<file path="config.mk">
export PLATFORM = sky130hd
export DESIGN_NAME = sram_cycle_ctrl
export DESIGN_NICKNAME = d
export VERILOG_FILES = /design/src/rtl/sram_cyc_pkg.sv /design/src/rtl/sram_area_decode.sv /design/src/rtl/sram_lane_mask.sv /design/src/rtl/sram_cycle_fsm.sv /design/src/rtl/sram_cycle_ctrl.sv
export SDC_FILE = /design/constraint.sdc
export NUM_CORES = 1
export LEC_CHECK = 0
export BUFFER_PORTS_ARGS = -buffer_cell sky130_fd_sc_hd__buf_4
export CAP_MARGIN = 20
export CORE_AREA = 2 2 136 138
export CTS_CLUSTER_DIAMETER = 40
export DETAILED_ROUTE_END_ITERATION = 10
export DIE_AREA = 0 0 138 140
export PLACE_DENSITY = 0.71
export SYNTH_ARGS = -nofsm -noshare
export SYNTH_HDL_FRONTEND = slang
export SYNTH_SLANG_ARGS = --single-unit
</file>
<file path="constraint.sdc">
create_clock -name clk -period 2 [get_ports clk]
set_input_delay 0.1 -clock clk [delete_from_list [all_inputs] [get_ports clk]]
set_output_delay 0.1 -clock clk [all_outputs]
set_load 0.02 [all_outputs]
</file>
<file path="src/rtl/sram_cyc_pkg.sv">
package sram_cyc_pkg;

  typedef enum logic [1:0] {
    ST_IDLE   = 2'd0,
    ST_SETUP  = 2'd1,
    ST_STROBE = 2'd2,
    ST_HOLD   = 2'd3
  } seq_state_t;

  // Wait code to wait-cycle count
  function automatic logic [3:0] wait_count(input logic [2:0] code);
    logic [3:0] n;
    case (code)
      3'd0:    n = 4'd0;
      3'd1:    n = 4'd1;
      3'd2:    n = 4'd2;
      3'd3:    n = 4'd3;
      3'd4:    n = 4'd4;
      3'd5:    n = 4'd6;
      3'd6:    n = 4'd8;
      default: n = 4'd15;
    endcase
    return n;
  endfunction

endpackage

</file>
<file path="src/rtl/sram_area_decode.sv">
module sram_area_decode #(
  parameter int          AREA_W    = 3,
  parameter logic [2:0]  AREA_CODE = 3'b010
) (
  input  logic [AREA_W-1:0] area_bits_i,
  output logic              hit_o
);

  assign hit_o = (area_bits_i == AREA_CODE[AREA_W-1:0]);

endmodule

</file>
<file path="src/rtl/sram_lane_mask.sv">
module sram_lane_mask #(
  parameter int LANES = 8,
  localparam int WSZ_W = $clog2($clog2(LANES) + 1)
) (
  input  logic [WSZ_W-1:0] width_i,
  input  logic [LANES-1:0] be_i,
  output logic [LANES-1:0] be_o
);

  logic [31:0] lane_cnt;
  assign lane_cnt = 32'd1 << width_i;

  for (genvar i = 0; i < LANES; i++) begin : g_lane
    assign be_o[i] = be_i[i] && (32'(i) < lane_cnt);
  end

endmodule

</file>
<file path="src/rtl/sram_cycle_fsm.sv">
module sram_cycle_fsm
  import sram_cyc_pkg::*;
(
  input  logic       clk,
  input  logic       rst_n,
  input  logic       start_i,
  input  logic       setup_i,
  input  logic [2:0] wcode_i,
  input  logic [1:0] hold_i,
  input  logic       ext_ready_i,
  output logic       idle_o,
  output logic       cs_o,
  output logic       strobe_o,
  output logic       capture_o,
  output logic       finish_o
);

  seq_state_t state_q, state_d;
  logic [3:0] wcnt_q, wcnt_d;
  logic [1:0] hcnt_q, hcnt_d;
  logic       seq_en;

  always_comb begin
    state_d   = state_q;
    wcnt_d    = wcnt_q;
    hcnt_d    = hcnt_q;
    capture_o = 1'b0;
    finish_o  = 1'b0;
    case (state_q)
      ST_IDLE: begin
        if (start_i) begin
          state_d = setup_i ? ST_SETUP : ST_STROBE;
          wcnt_d  = wait_count(wcode_i);
          hcnt_d  = hold_i;
        end
      end
      ST_SETUP: state_d = ST_STROBE;
      ST_STROBE: begin
        if (wcnt_q != 4'd0) begin
          wcnt_d = wcnt_q - 4'd1;
        end else if (ext_ready_i) begin
          capture_o = 1'b1;
          if (hcnt_q != 2'd0) begin
            state_d = ST_HOLD;
          end else begin
            state_d  = ST_IDLE;
            finish_o = 1'b1;
          end
        end
      end
      ST_HOLD: begin
        if (hcnt_q == 2'd1) begin
          state_d  = ST_IDLE;
          finish_o = 1'b1;
        end else begin
          hcnt_d = hcnt_q - 2'd1;
        end
      end
      default: state_d = ST_IDLE;
    endcase
  end

  assign seq_en = (state_q != ST_IDLE) || start_i;

  always_ff @(posedge clk or negedge rst_n) begin
    if (!rst_n) begin
      state_q <= ST_IDLE;
      wcnt_q  <= 4'd0;
      hcnt_q  <= 2'd0;
    end else if (seq_en) begin
      state_q <= state_d;
      wcnt_q  <= wcnt_d;
      hcnt_q  <= hcnt_d;
    end
  end

  assign idle_o   = (state_q == ST_IDLE);
  assign cs_o     = (state_q != ST_IDLE);
  assign strobe_o = (state_q == ST_STROBE);


  strobe_end_ready_chk: assert property (@(posedge clk) disable iff (!rst_n)
    $fell(strobe_o) |-> $past(ext_ready_i));


  finish_to_idle_chk: assert property (@(posedge clk) disable iff (!rst_n)
    finish_o |=> idle_o);

endmodule

</file>
<file path="src/rtl/sram_cycle_ctrl.sv">
module sram_cycle_ctrl
  import sram_cyc_pkg::*;
#(
  parameter int         ADDR_W    = 32,
  parameter int         LANES     = 8,
  parameter int         AREA_LSB  = 26,
  parameter logic [2:0] AREA_CODE = 3'b010,
  localparam int        DATA_W    = 8 * LANES,
  localparam int        WSZ_W     = $clog2($clog2(LANES) + 1)
) (
  input  logic              clk,
  input  logic              rst_n,
  input  logic              req_valid,
  output logic              req_ready,
  input  logic              req_write,
  input  logic [ADDR_W-1:0] req_addr,
  input  logic [DATA_W-1:0] req_wdata,
  input  logic [LANES-1:0]  req_be,
  output logic              rsp_done,
  output logic [DATA_W-1:0] rsp_rdata,
  input  logic [WSZ_W-1:0]  cfg_width,
  input  logic [2:0]        cfg_wait,
  input  logic              cfg_setup,
  input  logic [1:0]        cfg_hold,
  output logic              bus_cs_n,
  output logic              bus_rd_n,
  output logic [LANES-1:0]  bus_we_n,
  output logic [ADDR_W-1:0] bus_addr,
  output logic [DATA_W-1:0] bus_wdata,
  output logic              bus_wdata_oe,
  input  logic [DATA_W-1:0] bus_rdata,
  input  logic              ext_ready
);

  logic              area_hit, accept, start, miss;
  logic              fsm_idle, fsm_cs, fsm_strobe, fsm_capture, fsm_finish;
  logic [LANES-1:0]  be_masked;
  logic [ADDR_W-1:0] addr_q;
  logic [DATA_W-1:0] wdata_q, rdata_q, rdata_d;
  logic [LANES-1:0]  be_q;
  logic              write_q, done_q, rdata_en;

  sram_area_decode #(
    .AREA_W    (3),
    .AREA_CODE (AREA_CODE)
  ) u_decode (
    .area_bits_i (req_addr[AREA_LSB +: 3]),
    .hit_o       (area_hit)
  );

  sram_lane_mask #(.LANES(LANES)) u_lanes (
    .width_i (cfg_width),
    .be_i    (req_be),
    .be_o    (be_masked)
  );

  sram_cycle_fsm u_fsm (
    .clk         (clk),
    .rst_n       (rst_n),
    .start_i     (start),
    .setup_i     (cfg_setup),
    .wcode_i     (cfg_wait),
    .hold_i      (cfg_hold),
    .ext_ready_i (ext_ready),
    .idle_o      (fsm_idle),
    .cs_o        (fsm_cs),
    .strobe_o    (fsm_strobe),
    .capture_o   (fsm_capture),
    .finish_o    (fsm_finish)
  );

  assign req_ready = fsm_idle;
  assign accept    = req_valid && req_ready;
  assign start     = accept && area_hit;
  assign miss      = accept && !area_hit;

  // Request capture
  always_ff @(posedge clk or negedge rst_n) begin
    if (!rst_n) begin
      addr_q  <= '0;
      wdata_q <= '0;
      be_q    <= '0;
      write_q <= 1'b0;
    end else if (start) begin
      addr_q  <= req_addr;
      wdata_q <= req_wdata;
      be_q    <= be_masked;
      write_q <= req_write;
    end
  end

  // Response path
  always_comb begin
    rdata_en = miss || (fsm_capture && !write_q);
    rdata_d  = miss ? '0 : bus_rdata;
  end

  always_ff @(posedge clk or negedge rst_n) begin
    if (!rst_n) begin
      rdata_q <= '0;
    end else if (rdata_en) begin
      rdata_q <= rdata_d;
    end
  end

  always_ff @(posedge clk or negedge rst_n) begin
    if (!rst_n) begin
      done_q <= 1'b0;
    end else begin
      done_q <= miss || fsm_finish;
    end
  end

  assign rsp_done     = done_q;
  assign rsp_rdata    = rdata_q;
  assign bus_cs_n     = !fsm_cs;
  assign bus_rd_n     = !(fsm_strobe && !write_q);
  assign bus_we_n     = ~({LANES{fsm_strobe && write_q}} & be_q);
  assign bus_addr     = addr_q;
  assign bus_wdata    = wdata_q;
  assign bus_wdata_oe = fsm_cs && write_q;


  cs_after_accept_chk: assert property (@(posedge clk) disable iff (!rst_n)
    $fell(bus_cs_n) |-> $past(req_valid && req_ready));


  rd_we_exclusive_chk: assert property (@(posedge clk) disable iff (!rst_n)
    !bus_rd_n |-> (bus_we_n == {LANES{1'b1}}));


  strobe_in_cs_chk: assert property (@(posedge clk) disable iff (!rst_n)
    (!bus_rd_n || (bus_we_n != {LANES{1'b1}})) |-> !bus_cs_n);


  done_on_release_chk: assert property (@(posedge clk) disable iff (!rst_n)
    $rose(bus_cs_n) |-> rsp_done);


  no_accept_busy_chk: assert property (@(posedge clk) disable iff (!rst_n)
    (req_valid && req_ready) |-> bus_cs_n);

endmodule

</file>
==> summary.md <==
| Metric | Value |
|---|---|
| Status | `finished clean` |
| Setup violations, final | `0` |
| Design area | `12200 sq um` |
| Post-DR wirelength/cell | `16.5 um` |
| Kind of cell adding the most delay to the critical path | `simple AND/OR/NAND/NOR gates` |
| Reg-to-reg slack, setup | `150 ps` |
| CP max stage delay | `570 ps` |
| Buf/Inv on CP | `1` |
| Dpl cells | `1220` |
| Max Cap Violations | `0` |
| Syn. warnings | `0` |
| Layout area overhead | `73.6%` |
| Starting Density | `between 30% and 40%` |
| Fin. Hold Viols | `0` |
| DR iter-0 viols | `approximately 320` |
| Largest net degree at the start of global routing | `65` |
| # IOs | `354` |
| Final nets | `1374` |
| DRC viols | `0` |
| Area of the multi-input gates | `around 2200 sq um` |
| CTS Sinks | `178` |
| RSZ-0062 raised after global routing | `false` |
| Final WL | `23.7 mm` |
| Post-place instance area | `9800 sq um` |
| Arrival time at the worst endpoint | `2220 ps` |
| Setup TNS | `0 ps` |
| Number of synthesized flops with an enable pin | `0` |
| WS Path Type | `reg -> reg` |
| Final std cells w/o fill | `1433` |
| Mapped Area | `between 7000 and 8000 sq um` |
| Mean Syn Cell Area | `around 11 sq um` |
| Share of layout cells above drive strength 1 | `around 34%` |
| Distinct cells, synth | `37` |
| Hold/Removal Path Class | `in -> reg` |
| Die span in y | `140 um` |
| PwrDens | `1370 nW/um^2` |
| DRT antenna net count | `0` |
| Async SR Flop Fraction | `100%` |
| RR Startpoint | `u_fsm.state_q[1]$_DFFE_PN0P_` |
| Ys flop type | `dfrtp_1` |
| Slowest CP cell | `dlygate4sd3_1` |
| Worst-Skew Late Latency | `430 ps` |
| Tmin final | `1850 ps` |
| Root buf cell | `clkbuf_16` |
| First-pass GRT wire length | `approximately 38 mm` |
| Critical path required time | `between 2000 and 2500 ps` |
| Worst-path fanout max | `8` |
| # fillers | `1250` |
| Hold path start | `cfg_width[0]` |
| R2R cell count | `5` |
| Die width | `138 um` |
| Post-synthesis cell count | `665` |
| Worst setup EP type | `flop` |
| Die area | `about 19000 sq um` |
| Global placement routability congestion | `0.795` |
| All-Layer GR Usage | `24.3%` |
| DR vias/cell | `roughly 4.8` |
| Slew @ Worst Pin | `537 ps` |
| FF+latch count, synth | `178` |
| Clock Tree Buf Depth | `2` |
| Worst hold path stage count | `3` |
| Rel. slew slack | `between 60% and 70%` |
| Fin. max-slew vios | `0` |
| Reg2Reg Capture Point | `be_q[2]$_DFFE_PN0P_` |
| Num CTS Buffers | `17` |
| CTS tree | `built` |
| Row cnt | `49` |
| FF+latch area | `4450 sq um` |
| Final worst-path cycle share | `92.7%` |
| Startpoint Class | `flop` |
| FMAX | `roughly 540 MHz` |
| Clock Skews | `13.1 ps` |
| Vias | `6890` |
| PortBufs | `between 300 and 400` |
| Clk slew on worst S/H paths | `70 ps` |
| Final core occ | `68.3%` |
| Core area | `17800 sq um` |
| Leak | `6.50 nW` |
| Grt total ovfl | `0` |
| VDD IR max | `0.851 mV` |
| Syn Nets | `849` |
| Sequential area share after synthesis | `between 60% and 70%` |
| Hold endpoint | `be_q[1]$_DFFE_PN0P_` |
| DRT Pass-1 Iters | `7` |
| CP Cell Sequence | `nor2_4, and3_4, nand3_1, dlygate4sd3_1, nand2_1` |
| Initial antenna violation count | `0` |
| Vias in the first global route | `7245` |
| Post-detail-place hpwl | `14.5 mm` |
| H-Tree Depth | `4` |
==> flip-flops by register name (all words and copies together) (netlist names) <==
signal,cells
bus_addr,32
rsp_rdata,64
be_q,8
u_fsm.state_q,2
u_fsm.hcnt_q,2
rsp_done,1
bus_wdata,64
write_q,1
u_fsm.wcnt_q,4
==> power by group <==
part | internal [W] | total [W] | switching [W]
registers | 0.00513 | 0.00616 | 0.00102
logic | 0.00329 | 0.00727 | 0.00398
clock network | 0.00164 | 0.00318 | 0.00154
total | 0.0101 | 0.0166 | 0.00654
==> metal layers <==
| layer | GRT usage [%] | part of all wire, % | vias to the layer above |
|---|---|---|---|
| met2 | 41.9 | 50 | 311 |
| met3 | 6.46 | 6.4 | 57 |
| met5 | 0 | 0 | - |
| li1 | - | - | 3230 |
| met1 | 28.4 | 39 | 3292 |
| met4 | 11.4 | 3.7 | 0 |
==> repair_timing <==
action                     4_1_cts  5_1_grt
setup buffers                    0        2
resized for setup                1        1
hold buffers                   178        0
pin swaps                        0        1
hold endpoints to repair       223        0
setup endpoints to repair        3        9
==> logic make-up (layout without fill, tap and decap cells) <==
| logic type | count (synthesis) | count (layout) | synth area share [%] |
|---|---|---|---|
| other cells | 0 | 1 | 0 |
| buf+inv | 47 | 585 | 5.08 |
| xor+xnor | 1 | 1 | 0.125 |
| mux | 1 | 1 | 0.143 |
| simple gates | 349 | 349 | 20.2 |
| fa+ha+maj | 3 | 3 | 0.536 |
| compound gates | 86 | 86 | 10.3 |
| flops | 178 | 178 | 63.6 |
==> how the worst max path moves through the flow <==
stage          cells after the start  slack [ps]                         start                     endpoint
3_3_place_gp                       7         310   u_fsm.wcnt_q[0]$_DFFE_PN0P_    rsp_rdata[19]$_DFFE_PN0P_
5_1_grt                            4          40  u_fsm.state_q[1]$_DFFE_PN0P_                  bus_we_n[6]
2_1_floorplan                      5         440  u_fsm.state_q[1]$_DFFE_PN0P_  u_fsm.hcnt_q[0]$_DFFE_PN0P_
6_report                           5         150  u_fsm.state_q[1]$_DFFE_PN0P_          be_q[2]$_DFFE_PN0P_
3_5_place_dp                       7         260   u_fsm.wcnt_q[0]$_DFFE_PN0P_    rsp_rdata[45]$_DFFE_PN0P_
4_1_cts                            5          20  u_fsm.state_q[1]$_DFFE_PN0P_          be_q[2]$_DFFE_PN0P_
==> cells in the mapped netlist, types with 2 or more instances <==
library cell,count,area share [%]
nand2_1,309,17
dfrtp_1,178,64
a22o_1,64,8.0
buf_2,14,1.0
nand3_1,12,0.86
o21ai_0,11,0.79
clkbuf_1,8,0.43
buf_6,7,1.1
inv_1,7,0.38
buf_12,6,1.7
nand2b_1,5,0.45
nor2_1,5,0.27
and2_1,4,0.36
buf_4,3,0.32
ha_1,3,0.54
nor2b_1,3,0.27
nor3_1,3,0.21
a221oi_1,2,0.25
buf_1,2,0.11
nor3b_1,2,0.21
==> cells in the final DEF, fill, tap and decap left out, drive strengths merged, types with 2 or more instances in the layout <==
cell         count
buf            368
nand2          309
dfrtp          178
dlygate4sd3    178
a22o            64
clkbuf          19
inv             16
nand3           13
o21ai           11
nand2b           6
nor2             6
and2             4
nor3             3
ha               3
nor2b            3
nor3b            2
a221oi           2
clkinvlp         2
clkinv           2
==> layout make-up <==
class / instances / area share [%]
sequential: 178 / 36.7
clock inverter: 13 / 0.968
multi-input combinational: 440 / 18.2
inverter: 7 / 0.216
clock buffer: 19 / 3.56
timing repair buffer: 546 / 38.0
antenna: 1 / 0.0206
tap: 229 / 2.36
==> metrics by stage <==
stage                     hold slack (ps)  power, W  setup WS, ps
after floorplan                      -196   0.00974           439
after global placement                107    0.0129           307
after detailed placement              108    0.0130           258
after CTS                            6.23    0.0165          24.9
after global routing                 57.0    0.0175          38.6
final                                21.2    0.0166           146
==> worst reg2reg max path, stage by stage, from the launching register on <==
cell and delay, ps:
dfrtp_1 490, nor2_4 280, and3_4 290, nand3_1 100, dlygate4sd3_1 570, nand2_1 70
Note: power is estimated with default switching activity, not from simulation.
